[src/rtl/cap_pkg.sv]
package cap_pkg;
  typedef struct packed {
    logic irq_en;
    logic fall_en;
    logic rise_en;
  } chan_cfg_t;

  localparam int CFG_W = $bits(chan_cfg_t);
endpackage

[src/rtl/cap_edge_sync.sv]
module cap_edge_sync #(
  parameter int STAGES = 2
) (
  input  logic clk,
  input  logic rst_n,
  input  logic async_i,
  output logic rise_o,
  output logic fall_o
);
  logic [STAGES-1:0] chain_q;
  logic              last_q;

  for (genvar s = 0; s < STAGES; s++) begin : g_stage
    always_ff @(posedge clk) begin
      if (!rst_n) chain_q[s] <= 1'b0;
      else if (s == 0) chain_q[s] <= async_i;
      else chain_q[s] <= chain_q[(s == 0) ? 0 : s-1];
    end
  end

  always_ff @(posedge clk) begin
    if (!rst_n) last_q <= 1'b0;
    else last_q <= chain_q[STAGES-1];
  end

  assign rise_o = chain_q[STAGES-1] & ~last_q;
  assign fall_o = ~chain_q[STAGES-1] & last_q;

  // An edge is reported for one cycle only
  assert_rise_pulse_R2: assert property (@(posedge clk) disable iff (!rst_n)
    rise_o |=> !rise_o);
  assert_fall_pulse_R3: assert property (@(posedge clk) disable iff (!rst_n)
    fall_o |=> !fall_o);
endmodule

[src/rtl/cap_channel.sv]
module cap_channel
  import cap_pkg::*;
#(
  parameter int CW = 32
) (
  input  logic          clk,
  input  logic          rst_n,
  input  logic [CW-1:0] count_i,
  input  logic          rise_i,
  input  logic          fall_i,
  input  chan_cfg_t     cfg_i,
  input  logic          clr_i,
  output logic [CW-1:0] cap_o,
  output logic          flag_o
);
  logic          evt;
  logic [CW-1:0] cap_q;
  logic          flag_q;

  assign evt = (rise_i & cfg_i.rise_en) | (fall_i & cfg_i.fall_en);

  always_ff @(posedge clk) begin
    if (!rst_n) begin
      cap_q  <= '0;
      flag_q <= 1'b0;
    end else begin
      if (evt) cap_q <= count_i;
      // a new event wins over a clear in the same cycle
      if (evt && cfg_i.irq_en) flag_q <= 1'b1;
      else if (clr_i) flag_q <= 1'b0;
    end
  end

  assign cap_o  = cap_q;
  assign flag_o = flag_q;

  assert_rise_load_R2: assert property (@(posedge clk) disable iff (!rst_n)
    (rise_i && cfg_i.rise_en) |=> cap_q == $past(count_i));
  assert_fall_load_R3: assert property (@(posedge clk) disable iff (!rst_n)
    (fall_i && cfg_i.fall_en) |=> cap_q == $past(count_i));
  assert_hold_R5: assert property (@(posedge clk) disable iff (!rst_n)
    !(rise_i || fall_i) |=> $stable(cap_q));
  assert_flag_needs_ie_R7: assert property (@(posedge clk) disable iff (!rst_n)
    $rose(flag_q) |-> $past(cfg_i.irq_en));
  assert_w1c_R8: assert property (@(posedge clk) disable iff (!rst_n)
    (clr_i && !rise_i && !fall_i) |=> !flag_q);
  assert_keep_on_clash_R9: assert property (@(posedge clk) disable iff (!rst_n)
    (clr_i && rise_i && cfg_i.rise_en && cfg_i.irq_en) |=> flag_q);
endmodule

[src/rtl/cap_unit.sv]
module cap_unit
  import cap_pkg::*;
#(
  parameter int NCH      = 4,
  parameter int CW       = 32,
  parameter int SYNC     = 2,
  parameter int IRQW     = 8,
  parameter int FLAG_LSB = 4
) (
  input  logic                 clk,
  input  logic                 rst_n,
  input  logic [CW-1:0]        count_i,
  input  logic [NCH-1:0]       cap_in_i,
  input  logic                 ctl_we_i,
  input  logic [NCH*CFG_W-1:0] ctl_wdata_i,
  output logic [NCH*CFG_W-1:0] ctl_o,
  input  logic                 clr_we_i,
  input  logic [IRQW-1:0]      clr_wdata_i,
  output logic [NCH*CW-1:0]    cap_o,
  output logic [IRQW-1:0]      flags_o,
  output logic                 irq_o
);
  localparam int CTLW = NCH * CFG_W;

  logic [CTLW-1:0] ctl_q;
  logic [NCH-1:0]  rise, fall, flag_vec;

  always_ff @(posedge clk) begin
    if (!rst_n) ctl_q <= '0;
    else if (ctl_we_i) ctl_q <= ctl_wdata_i;
  end
  assign ctl_o = ctl_q;

  for (genvar c = 0; c < NCH; c++) begin : g_ch
    chan_cfg_t cfg;
    assign cfg = chan_cfg_t'(ctl_q[c*CFG_W +: CFG_W]);

    cap_edge_sync #(.STAGES(SYNC)) u_sync (
      .clk(clk), .rst_n(rst_n), .async_i(cap_in_i[c]),
      .rise_o(rise[c]), .fall_o(fall[c])
    );

    cap_channel #(.CW(CW)) u_chan (
      .clk(clk), .rst_n(rst_n), .count_i(count_i),
      .rise_i(rise[c]), .fall_i(fall[c]), .cfg_i(cfg),
      .clr_i(clr_we_i & clr_wdata_i[FLAG_LSB+c]),
      .cap_o(cap_o[c*CW +: CW]), .flag_o(flag_vec[c])
    );
  end

  always_comb begin
    flags_o = '0;
    flags_o[FLAG_LSB +: NCH] = flag_vec;
  end
  assign irq_o = |flag_vec;

  assert_cfg_write_R12: assert property (@(posedge clk) disable iff (!rst_n)
    ctl_we_i |=> ctl_o == $past(ctl_wdata_i));
  assert_irq_tracks_R11: assert property (@(posedge clk) disable iff (!rst_n)
    irq_o == ($countones(flags_o) != 0));
  assert_low_bits_R6: assert property (@(posedge clk) disable iff (!rst_n)
    $countones(flags_o) == $countones(flag_vec));
endmodule

[config.mk]
export PLATFORM = sky130hd
export DESIGN_NAME = cap_unit
export DESIGN_NICKNAME = d
export VERILOG_FILES = /design/src/rtl/cap_pkg.sv /design/src/rtl/cap_edge_sync.sv /design/src/rtl/cap_channel.sv /design/src/rtl/cap_unit.sv
export SDC_FILE = /design/constraint.sdc
export NUM_CORES = 1
export LEC_CHECK = 0
export BUFFER_PORTS_ARGS = -buffer_cell sky130_fd_sc_hd__buf_2
export CELL_PAD_IN_SITES_DETAIL_PLACEMENT = 1
export CELL_PAD_IN_SITES_GLOBAL_PLACEMENT = 1
export CORE_ASPECT_RATIO = 0.8
export CORE_MARGIN = 2
export CORE_UTILIZATION = 34
export DETAILED_ROUTE_END_ITERATION = 6
export HOLD_SLACK_MARGIN = 0.1
export PLACE_DENSITY_LB_ADDON = 0.2
export SYNTH_ARGS = -nofsm -noshare
export SYNTH_HDL_FRONTEND = slang
export SYNTH_HIERARCHICAL = 1
export SYNTH_SLANG_ARGS = --single-unit
[constraint.sdc]
create_clock -name clk -period 1.2 [get_ports clk]
set_clock_uncertainty 0.15 [all_clocks]
set_input_delay 0.24 -clock clk [delete_from_list [all_inputs] [get_ports clk]]
set_output_delay 0.24 -clock clk [all_outputs]
set_load 0.02 [all_outputs]
==> reports/metrics.csv <==
metric,value,unit
vias per cell,4.80,
CTS tree,built,
final setup violation count,280,
largest net degree at the start of global routing,50,
fillers,1911,
Post-Syn Instances,652,
Worst EP required,0.81,ns
"slowest stage cell, crit path",or4_4,
met3 WL,1260,um
initial antenna violation count,0,
sw power,3.20,mW
final WL,26200,um
maximum root-to-sink buffer count,2,
Max Fclk,0.544,GHz
vias in the first global route,6366,
Setup Slack @ Placement,-0.231,ns
Hold Path End,ctl_o[1]$_SDFFE_PN0P_,
die width,155,um
routed length per instance,20.9,um
drt initial violations,299,
Placer Congestion,0.825,
most frequent cells in the layout,"nand2_1 (260), buf_6 (163), dfxtp_2 (149)",
"Cell Area, Synth",6230,um2
port bufs,200,
Worst-Skew Late Latency,0.43,ns
hold path startpoint,ctl_we_i,
Clock Tree Root,clkbuf_16,
"commonest non-fill, non-tap cell in the layout",nand2_1,
M1 wire length,10700,um
Remaining DRCs,0,
main area contributors after synthesis,"dfxtp_1 (50%), mux2i_1 (23%), nand2_1 (16%)",
"Buf+Inv Stages, Crit Path",1,
synth warn,6,
Slew Limit Fails,0,
worst r2r src,g_ch[0].u_sync/chain_q[1]$_SDFF_PN0_,
area growth from synthesis to layout,78.5,%
I/O pins,209,
# clock sinks,156,
run status,finished with violations,
"Seq/Total Area, Yosys",50.2,%
crit-path cells,or4_4 -> buf_6,
RSZ-0062 raised after global routing,yes,
Core Area,18100,um2
HP Class,in -> reg,
worst hold stages,4,
sw frac,26.0,%
CP Data Arrival Time,1.45,ns
final-report hold violation count,0,
Leakage,5.75,nW
cell row count,44,
Clock Power Share,44.2,%
Int Power,9.14,mW
synthesized flop and latch total,156,
max-cap violation count,0,
Flop pwr share,43.6,%
share of post-route cells with drive strength above 1,52.1,%
CP Capture Type,output port,
post-route non-filler standard cell count,1256,
"CTS clk-pin slew, worst paths",0.07,ns
final worst path period need,1.84,ns
All-Layer GR Usage,25.1,%
post-route ant nets,0,
critical path type,reg -> out,
r2r setup slk,-0.34,ns
GRT overflow,0,
placed insts,1071,
first drt pass iteration count,4,
Chip Height,125,um
type of origin of the critical path,flip-flop,
final antenna diode count,0,
first-pass GRT wire length,36800,um
"area leader, netlist",dfxtp_1,
Vias,6034,
DP HPWL,12900,um
"delay-heaviest family, CP",simple AND/OR/NAND/NOR gates,
final period utilization,153,%
FF-to-FF End,g_ch[0].u_chan/cap_o[13]$_SDFFE_PN0P_,
crit-path max FO,2,
post-synth top area share,50.2,%
synth unique cells,15,
Num CTS Buffers,17,
H-tree levels,4,
FF-to-FF path depth,6,
"Largest stage delay, worst path",0.53,ns
post-synthesis average cell area,9.55,um2
Die ar.,19400,um2
Initial Util,34.5,%
Met2 Wirelength,13500,um
setup ws final,-0.639,ns
fin nets,1073,
Comb power frac,12.1,%
top routing layer in use,met4,
Peak supply drop,0.870,mV
power per cell area,1110,nW/um2
failing checks,setup timing,
==> metrics by stage <==
stage	util, %	hold WS (ns)	setup TNS, ns	total power, mW	cell area [um2]
final	61.6	0.127	-44.04	12.3	11100
after global routing	61.6	0.133	-54.08	12.7	11100
after global placement	42.1	0.265	-16.09	6.39	7590
after CTS	59.6	0.124	-41.70	12.3	10800
after floorplan	-	0.212	-13.15	6.02	6250
after detailed placement	42.1	0.273	-21.06	6.43	7590
==> metal layers <==
metal  GRT usage, %  vias to the layer above
met1           29.0                     2971
li1               -                     2838
met2           44.6                      172
met4           9.07                        0
met3           6.79                       53
met5              0                        -
==> logic make-up (layout without fill, tap and decap cells) <==
logic type             Yosys count  in the layout  share of synthesized area, %
DFF                            156            156                          50.2
AOI/OAI and AO/OA                8              8                          1.69
muxes                          140            140                          22.5
and+or+nand+nor                301            301                          19.9
buffers and inverters           46            417                          5.71
other                            1              4                        0.0602
==> cell type report <==
type                            count  area, um2  area share [%]
Clock inverter                     12        141            1.27
Timing Repair Buffer              385       4020            36.1
Multi-Input combinational cell    453       2910            26.2
Tap cell                          230        288            2.59
Clock buffer                       20        437            3.93
Sequential cell                   156       3320            29.9
==> worst register-to-register path, cell delays in order, from the launching register on <==
cell and delay [ns]:
dfxtp_4 0.36, nor2b_4 0.13, a22oi_4 0.21, buf_12 0.17, buf_12 0.12, buf_16 0.13, mux2i_1 0.19
==> flip-flops by register name, indices dropped and copies added (netlist names) <==
register	flops
g_ch.u_chan/cap_o	128
g_ch.u_sync/chain_q	8
g_ch.u_chan/flag_o	4
g_ch.u_sync/last_q	4
ctl_o	12
==> power groups by stage <==
stage | combinational, mW | sequential [mW] | clock [mW]
floorplan | 0.452 | 5.57 | 0
global placement | 0.927 | 5.46 | 0
detailed placement | 0.961 | 5.46 | 0
CTS | 1.40 | 5.38 | 5.49
global route | 1.58 | 5.39 | 5.73
finish | 1.50 | 5.38 | 5.46
==> timing repair <==
item / CTS / global route
hold endpoints to repair: 152 / 1
hold buffers: 54 / 3
endpoints found under the setup margin: 277 / 282
buffers inserted: 50 / 41
pin swaps: 5 / 4
cloned: 14 / 2
resized for setup: 495 / 30
==> cell usage after synthesis <==
master / number
nand2_1: 260
dfxtp_1: 156
mux2i_1: 140
buf_2: 20
nor2b_1: 20
and2_1: 16
buf_8: 12
clkbuf_1: 9
a22oi_4: 4
buf_4: 4
nand3b_1: 4
o21ai_0: 4
buf_6: 1
conb_1: 1
or4_1: 1
==> how the worst max path moves through the flow <==
stage | start | endpoint | slack [ns] | cells after the start
after CTS | g_ch[0].u_chan/flag_o$_SDFFE_PN0P_ | irq_o | -0.62 | 2
after floorplan | g_ch[0].u_sync/chain_q[1]$_SDFF_PN0_ | g_ch[0].u_chan/cap_o[0]$_SDFFE_PN0P_ | -0.11 | 4
after detailed placement | g_ch[3].u_sync/chain_q[1]$_SDFF_PN0_ | g_ch[3].u_chan/cap_o[8]$_SDFFE_PN0P_ | -0.23 | 4
final | g_ch[1].u_chan/flag_o$_SDFFE_PN0P_ | irq_o | -0.64 | 2
after global routing | g_ch[1].u_chan/flag_o$_SDFFE_PN0P_ | irq_o | -0.67 | 2
after global placement | g_ch[3].u_sync/chain_q[1]$_SDFF_PN0_ | g_ch[3].u_chan/cap_o[9]$_SDFFE_PN0P_ | -0.18 | 4
Power figures use the tool's default switching activity.
